$ cat src/rtl/clksyn_pkg.sv
// Shared types and table construction for the clock synthesizer programmer.
// Assumes the fixed four-transaction layout described in the brief.
package clksyn_pkg;

    localparam int          TBL_LEN = 22;
    localparam int          IDX_W   = $clog2(TBL_LEN);
    localparam logic [7:0]  DEV_WR  = 8'hC0;

    typedef enum logic [1:0] {BC_START, BC_WRITE, BC_STOP} bus_cmd_t;

    // Integer-mode divider parameter for a ratio n.
    function automatic logic [17:0] int_p1(input int n);
        return 18'(128 * n - 512);
    endfunction

    // Reset content of table entry idx for the given multiplier and divider.
    function automatic logic [7:0] tbl_default(input int idx, input int fb_mult, input int out_div);
        logic [17:0] pf;
        logic [17:0] po;
        logic [1:0]  d4;
        logic [7:0]  b;
        pf = int_p1(fb_mult);
        po = (out_div == 4) ? 18'd0 : int_p1(out_div);
        d4 = (out_div == 4) ? 2'b11 : 2'b00;
        case (idx)
            0:       b = 8'h1A;
            2, 11:   b = 8'h01;
            3:       b = {6'd0, pf[17:16]};
            4:       b = pf[15:8];
            5:       b = pf[7:0];
            9:       b = 8'h2A;
            12:      b = {4'd0, d4, po[17:16]};
            13:      b = po[15:8];
            14:      b = po[7:0];
            18:      b = 8'hB1;
            19:      b = 8'h20;
            20:      b = 8'h10;
            21:      b = 8'h4F;
            default: b = 8'h00;
        endcase
        return b;
    endfunction

    // True for the final data byte of a transaction.
    function automatic logic is_last(input int idx);
        return (idx == 8) || (idx == 17) || (idx == 19) || (idx == 21);
    endfunction

endpackage

$ cat src/rtl/clksyn_cfg_table.sv
// Register-file table holding every register address and data byte in send order.
// Reset loads computed defaults; software-free load port writes one byte when unlocked.
module clksyn_cfg_table
    import clksyn_pkg::*;
#(
    parameter int FB_MULT = 32,
    parameter int OUT_DIV = 4
) (
    input  logic             clk,
    input  logic             rst_n,
    input  logic             lock,
    input  logic             load_we,
    input  logic [IDX_W-1:0] load_idx,
    input  logic [7:0]       load_byte,
    input  logic [IDX_W-1:0] rd_idx,
    output logic [7:0]       rd_byte
);
    logic [7:0] mem [TBL_LEN];

    // Reset to defaults, or take a load while the sequencer is idle.
    always_ff @(posedge clk) begin : p_store
        for (int i = 0; i < TBL_LEN; i++) begin
            if (!rst_n)
                mem[i] <= tbl_default(i, FB_MULT, OUT_DIV);
            else if (load_we && !lock && load_idx == IDX_W'(i))
                mem[i] <= load_byte;
        end
    end

    // Read mux; indices past the end return zero.
    always_comb begin : p_read
        rd_byte = (rd_idx < IDX_W'(TBL_LEN)) ? mem[rd_idx] : 8'h00;
    end

    for (genvar g = 0; g < TBL_LEN; g++) begin : g_guard
        assert_table_frozen_R6: assert property (@(posedge clk) disable iff (!rst_n)
            lock |=> $stable(mem[g]));
    end

endmodule

$ cat src/rtl/clksyn_bit_engine.sv
// Bit-level bus master: performs one start, byte write (with ACK sample) or stop per command.
// Every operation spans four quarter-periods of QTR_CYCLES clocks; no clock stretching.
module clksyn_bit_engine
    import clksyn_pkg::*;
#(
    parameter int QTR_CYCLES = 63
) (
    input  logic     clk,
    input  logic     rst_n,
    input  logic     cmd_valid,
    input  bus_cmd_t cmd,
    input  logic [7:0] cmd_byte,
    input  logic     sda_in,
    output logic     done,
    output logic     nack,
    output logic     scl_lo,
    output logic     sda_lo
);
    localparam int DIV_W = $clog2(QTR_CYCLES + 1);

    typedef enum logic [1:0] {E_IDLE, E_START, E_BIT, E_STOP} eng_st_t;

    eng_st_t          st;
    logic [DIV_W-1:0] divcnt;
    logic [1:0]       qcnt;
    logic [3:0]       bitcnt;
    logic [7:0]       shreg;
    logic             tick;

    // Quarter-period strobe.
    always_comb begin : p_tick
        tick = (divcnt == DIV_W'(QTR_CYCLES - 1));
    end

    // Step the active operation; line levels change only on quarter boundaries.
    always_ff @(posedge clk) begin : p_engine
        if (!rst_n) begin
            st     <= E_IDLE;
            divcnt <= '0;
            qcnt   <= '0;
            bitcnt <= '0;
            shreg  <= '0;
            nack   <= 1'b0;
            done   <= 1'b0;
            scl_lo <= 1'b0;
            sda_lo <= 1'b0;
        end else begin
            done <= 1'b0;
            if (st == E_IDLE) begin
                divcnt <= '0;
                qcnt   <= '0;
                if (cmd_valid) begin
                    bitcnt <= '0;
                    shreg  <= cmd_byte;
                    case (cmd)
                        BC_START: st <= E_START;
                        BC_WRITE: begin st <= E_BIT; nack <= 1'b0; end
                        default:  st <= E_STOP;
                    endcase
                end
            end else if (!tick) begin
                divcnt <= divcnt + 1'b1;
            end else begin
                divcnt <= '0;
                qcnt   <= qcnt + 1'b1;
                case (st)
                    E_START: case (qcnt)
                        2'd0:    sda_lo <= 1'b1;
                        2'd1:    scl_lo <= 1'b1;
                        2'd3:    begin st <= E_IDLE; done <= 1'b1; end
                        default: ;
                    endcase
                    E_BIT: case (qcnt)
                        2'd0: sda_lo <= (bitcnt == 4'd8) ? 1'b0 : ~shreg[7];
                        2'd1: scl_lo <= 1'b0;
                        2'd2: if (bitcnt == 4'd8) nack <= sda_in;
                        2'd3: begin
                            scl_lo <= 1'b1;
                            if (bitcnt == 4'd8) begin
                                st   <= E_IDLE;
                                done <= 1'b1;
                            end else begin
                                bitcnt <= bitcnt + 1'b1;
                                shreg  <= {shreg[6:0], 1'b0};
                            end
                        end
                    endcase
                    E_STOP: case (qcnt)
                        2'd0: sda_lo <= 1'b1;
                        2'd1: scl_lo <= 1'b0;
                        2'd2: sda_lo <= 1'b0;
                        2'd3: begin st <= E_IDLE; done <= 1'b1; end
                    endcase
                    default: st <= E_IDLE;
                endcase
            end
        end
    end

    assert_sda_quiet_R7: assert property (@(posedge clk) disable iff (!rst_n)
        (!scl_lo && !$past(scl_lo) && (sda_lo != $past(sda_lo)))
            |-> (st == E_START || st == E_STOP));

    assert_done_pulse_R2: assert property (@(posedge clk) disable iff (!rst_n)
        done |=> !done);

endmodule

$ cat src/rtl/clksyn_i2c_init.sv
// Run sequencer: walks the table, wrapping each register burst in start/addr/stop,
// aborts with a stop on any missing acknowledge. Assumes a single master on the bus.
module clksyn_i2c_init
    import clksyn_pkg::*;
#(
    parameter int QTR_CYCLES = 63,
    parameter int FB_MULT    = 32,
    parameter int OUT_DIV    = 4
) (
    input  logic             clk,
    input  logic             rst_n,
    input  logic             start,
    input  logic             load_we,
    input  logic [IDX_W-1:0] load_idx,
    input  logic [7:0]       load_byte,
    input  logic             sda_in,
    output logic             scl_drive_low,
    output logic             sda_drive_low,
    output logic             busy,
    output logic             done,
    output logic             error
);
    typedef enum logic [2:0] {SQ_IDLE, SQ_START, SQ_ADDR, SQ_DATA, SQ_STOP} seq_st_t;

    seq_st_t          st;
    logic [IDX_W-1:0] ptr;
    logic [IDX_W-1:0] rd_idx;
    logic [7:0]       rd_byte;
    logic             abort_q;
    logic             cmd_valid;
    bus_cmd_t         cmd;
    logic [7:0]       cmd_byte;
    logic             eng_done;
    logic             eng_nack;
    logic             last_here;

    // Data phase reads one entry ahead of the byte just sent.
    always_comb begin : p_rdsel
        rd_idx    = (st == SQ_DATA) ? IDX_W'(ptr + 1'b1) : ptr;
        last_here = is_last(int'(ptr));
    end

    clksyn_cfg_table #(.FB_MULT(FB_MULT), .OUT_DIV(OUT_DIV)) u_table (
        .clk(clk), .rst_n(rst_n), .lock(busy),
        .load_we(load_we), .load_idx(load_idx), .load_byte(load_byte),
        .rd_idx(rd_idx), .rd_byte(rd_byte)
    );

    clksyn_bit_engine #(.QTR_CYCLES(QTR_CYCLES)) u_engine (
        .clk(clk), .rst_n(rst_n), .cmd_valid(cmd_valid), .cmd(cmd),
        .cmd_byte(cmd_byte), .sda_in(sda_in), .done(eng_done), .nack(eng_nack),
        .scl_lo(scl_drive_low), .sda_lo(sda_drive_low)
    );

    // Issue the next bus command each time the engine finishes one.
    always_ff @(posedge clk) begin : p_seq
        if (!rst_n) begin
            st        <= SQ_IDLE;
            ptr       <= '0;
            abort_q   <= 1'b0;
            busy      <= 1'b0;
            done      <= 1'b0;
            error     <= 1'b0;
            cmd_valid <= 1'b0;
            cmd       <= BC_START;
            cmd_byte  <= 8'h00;
        end else begin
            cmd_valid <= 1'b0;
            case (st)
                SQ_IDLE: if (start) begin
                    busy <= 1'b1; done <= 1'b0; error <= 1'b0;
                    abort_q <= 1'b0; ptr <= '0;
                    cmd_valid <= 1'b1; cmd <= BC_START;
                    st <= SQ_START;
                end
                SQ_START: if (eng_done) begin
                    cmd_valid <= 1'b1; cmd <= BC_WRITE; cmd_byte <= DEV_WR;
                    st <= SQ_ADDR;
                end
                SQ_ADDR: if (eng_done) begin
                    cmd_valid <= 1'b1;
                    if (eng_nack) begin
                        abort_q <= 1'b1; cmd <= BC_STOP; st <= SQ_STOP;
                    end else begin
                        cmd <= BC_WRITE; cmd_byte <= rd_byte; st <= SQ_DATA;
                    end
                end
                SQ_DATA: if (eng_done) begin
                    cmd_valid <= 1'b1;
                    if (eng_nack) begin
                        abort_q <= 1'b1; cmd <= BC_STOP; st <= SQ_STOP;
                    end else begin
                        ptr <= IDX_W'(ptr + 1'b1);
                        if (last_here) begin
                            cmd <= BC_STOP; st <= SQ_STOP;
                        end else begin
                            cmd <= BC_WRITE; cmd_byte <= rd_byte;
                        end
                    end
                end
                SQ_STOP: if (eng_done) begin
                    if (abort_q) begin
                        error <= 1'b1; busy <= 1'b0; st <= SQ_IDLE;
                    end else if (ptr == IDX_W'(TBL_LEN)) begin
                        done <= 1'b1; busy <= 1'b0; st <= SQ_IDLE;
                    end else begin
                        cmd_valid <= 1'b1; cmd <= BC_START; st <= SQ_START;
                    end
                end
                default: st <= SQ_IDLE;
            endcase
        end
    end

    assert_idle_release_R1: assert property (@(posedge clk) disable iff (!rst_n)
        !busy |-> (!scl_drive_low && !sda_drive_low));

    assert_flags_exclusive_R8: assert property (@(posedge clk) disable iff (!rst_n)
        !(done && error));

    assert_err_after_abort_R8: assert property (@(posedge clk) disable iff (!rst_n)
        $rose(error) |-> $past(abort_q));

    assert_done_full_R3: assert property (@(posedge clk) disable iff (!rst_n)
        $rose(done) |-> ($past(ptr) == IDX_W'(TBL_LEN)));

    assert_busy_flags_R9: assert property (@(posedge clk) disable iff (!rst_n)
        busy |-> (!done && !error));

endmodule

$ cat config.mk
export PLATFORM = sky130hd
export DESIGN_NAME = clksyn_i2c_init
export DESIGN_NICKNAME = d
export VERILOG_FILES = /design/src/rtl/clksyn_pkg.sv /design/src/rtl/clksyn_cfg_table.sv /design/src/rtl/clksyn_bit_engine.sv /design/src/rtl/clksyn_i2c_init.sv
export SDC_FILE = /design/constraint.sdc
export NUM_CORES = 1
export LEC_CHECK = 0
export BUFFER_PORTS_ARGS = -buffer_cell sky130_fd_sc_hd__buf_4
export CAP_MARGIN = 20
export CORE_MARGIN = 2
export CORE_UTILIZATION = 60
export CTS_BUF_LIST = sky130_fd_sc_hd__clkbuf_4 sky130_fd_sc_hd__clkbuf_8
export DETAILED_ROUTE_END_ITERATION = 8
export PLACE_DENSITY = 0.76
export SYNTH_ARGS = -nofsm -noshare
export SYNTH_HDL_FRONTEND = slang
export SYNTH_SLANG_ARGS = --single-unit
$ cat constraint.sdc
create_clock -name clk -period 4.5 [get_ports clk]
set_clock_uncertainty 0.05 [all_clocks]
set_input_delay 0.225 -clock clk [delete_from_list [all_inputs] [get_ports clk]]
set_output_delay 0.225 -clock clk [all_outputs]
set_load 0.005 [all_outputs]
==> reports/qor.yml <==
detailed_routing:
  wl_um: 30100
  via_per_inst: 6.47
  antenna_left: 0
  drt-pass1-iter-count: 6
  wire_per_inst_um: 23.0
  drc_errors: 0
  vias: 8477
  drt_iter0_markers: 924
timing:
  final_hold_viol_count: 0
  rsz0062_at_grt: "no"
  tns_ns: 0
  fin_crit_ns: 3.56
  setup_viol: 0
  period_share_pct: 79.1
  fmax_mhz: 281
  final_max_slew_viol_count: 0
  relSlewSlack_pct: 36.1
  tightest_slew_ns: 0.954
logic_synthesis:
  netlist_instances: 1024
  syn_nets: 1054
  synth_top_flop_cell: "edfxtp_1"
  synth.area.mux_share_pct: 9.83
  synth_most_common_cell: "edfxtp_1"
  synth_xor_xnor_area_share_pct: 1.39
  synth_commonest_cells: "edfxtp_1 (176), and2_1 (154), nand2_1 (80)"
  yosysSeqAreaShare_pct: 54.3
  syn_area_mm2: 0.0115
  syn_avg_cell_area_um2: 11.3
  synth_area_leaders: "edfxtp_1 (46%), dfxtp_1 (8.5%), and2_1 (8.3%)"
  yosysWarnings: 0
  yosysTopAreaCell: "edfxtp_1"
  synth_simple_gate_area_share_pct: 19.8
  synth_top_family_by_area: "simple AND/OR/NAND/NOR gates"
  synthAdderAreaFrac_pct: 1.30
  synthArstFlopShare_pct: 0
  synth_compound_gate_area_share_pct: 9.75
  yosysUniqueCellTypes: 70
  ys_seq_elements: 225
  synth-edff-count: 176
  synth_top_area_share_pct: 45.8
clock_tree:
  ctsHoldBuffers: 1
  numCtsBuffers: 39
  clk_pin_slew_ns: 0.06
  clk_latency_ns: 0.55
  postCtsSetupBuffers: 0
  cts_tree: "built"
  root_buffer: "clkbuf_8"
  cts_resized: 0
  clockBufferDepth: 3
  cts_max_level: 2
  clock_sinks: 225
grt:
  antenna_found_initial: 0
  grt_max_degree: 38
  grt-ovfl-total: 0
  grt_pass1_vias: 8066
  grt_pass1_wl_um: 46800
  track_usage_pct: 30.7
outcome:
  outcome: "complete, no violations"
layout:
  utilization_pct: 67.6
  nFillCells: 1399
  drive_above_1_share_pct: 14.5
  multi_input_area_mm2: 0.00488
  fin_nets: 1078
  antenna_cells: 0
  ff_latch_area_mm2: 0.00627
  area_growth_pct: 9.84
  layoutNonFillerInstCount: 1311
floorplan:
  rows: 50
  die_h_um: 143
  core-area_mm2: 0.0188
  initial_utilization_pct: 61.5
  die_w_um: 143
  die-area_mm2: 0.0204
  ios: 23
placed_design:
  hpwlAfterDp_um: 20100
  placed_cells: 1230
  port-buffer-count: 22
  routabilityCongestion: 0.968
power_and_ir_drop:
  p_per_area_mw_per_mm2: 352
  p_leak_nw: 4.39
  ir_drop_uv: 242
hold_path:
  hold_class: "in -> reg"
critical_path:
  path_class: "reg -> reg"
  worstPathRequired_ns: 4.91
  cp_max_fo: 16
  crit_path_end_kind: "flip-flop"
  start_kind: "flip-flop"
  crit_arrival_ns: 3.97
run:
  max-cap-violations: 0
## stage by stage
| stage | hold slack, ns | power, mW | worst slack, ns | instance area [µm²] |
|---|---|---|---|---|
| floorplan | 0.355 | 2.48 | 1.58 | 11500 |
| global placement | 0.398 | 2.57 | 1.15 | 11800 |
| detailed placement | 0.407 | 2.58 | 1.04 | 11800 |
| CTS | 0.0389 | 4.47 | 0.983 | 12600 |
| global route | 0.0759 | 4.60 | 0.699 | 12700 |
| finish | 0.0562 | 4.47 | 0.939 | 12700 |
## flip-flops by register name, indices dropped and copies added, names as in the netlist, 2 cells and up
| register | cells |
|---|---|
| u_engine.qcnt | 2 |
| u_engine.divcnt | 6 |
| u_table.mem | 176 |
| u_engine.st | 2 |
| u_engine.bitcnt | 4 |
| cmd | 2 |
| st | 3 |
| u_engine.shreg | 8 |
| ptr | 5 |
| cmd_byte | 8 |
## critical path, cell delays in order (launching register included)
cell and delay, ns:
dfxtp_1 0.83, ha_1 0.50, nand4b_4 0.22, xnor2_2 0.79, buf_4 0.38, nand2_1 0.12
nor3_1 0.28, nor4_1 0.09, o31ai_1 0.22
## routing by layer
metal	share of wire, %	vias to the layer above	GRT usage [%]
met4	4.3	0	13.0
li1	-	3798	-
met1	41	4075	42.7
met5	0	-	0
met3	10	106	6.94
met2	45	498	46.8
## cells in the final DEF (no fill, tap or decap), types with 12 or more instances in the layout
cell type,count
nor3_1,22
mux4_2,16
and2_1,154
edfxtp_1,176
mux2i_1,65
o21ai_0,62
nand3_1,16
clkbuf_4,19
or3_1,28
dfxtp_1,49
a21oi_1,37
buf_4,41
nand2_1,80
inv_1,16
clkbuf_8,44
nor2_1,67
ha_1,12
## path summary, 6_finish.rpt
| check | startpoint | endpoint | slack [ns] | cells past startpoint |
|---|---|---|---|---|
| worst max-delay path | ptr[1] | cmd_byte[3] | 0.94 | 8 |
| worst min-delay path | start | error | 0.06 | 4 |
| worst max register to register | ptr[1] | cmd_byte[3] | 0.94 | 8 |
| worst min register to register | u_engine.divcnt[0] | u_engine.divcnt[0] | 0.41 | 1 |
## power by group
group	leakage (nW)	internal (mW)	switching, mW
logic	1.84	0.0648	0.145
registers	2.13	2.30	0.0397
clock network	0.422	1.08	0.834
## cells by family after synthesis
group | count (synthesis)
compound gates | 175
xor+xnor | 14
fa+ha+maj | 12
buf+inv | 88
flops | 225
mux | 88
simple gates | 422
## layout make-up
type / count / share of cell area (%)
sequential: 225 / 49.4
clock buffer: 60 / 5.72
inverter: 17 / 0.503
multi-input combinational: 711 / 38.4
clock inverter: 10 / 0.582
timing repair buffer: 54 / 3.04
tap: 234 / 2.31
Note: power is estimated with default switching activity, not from simulation.
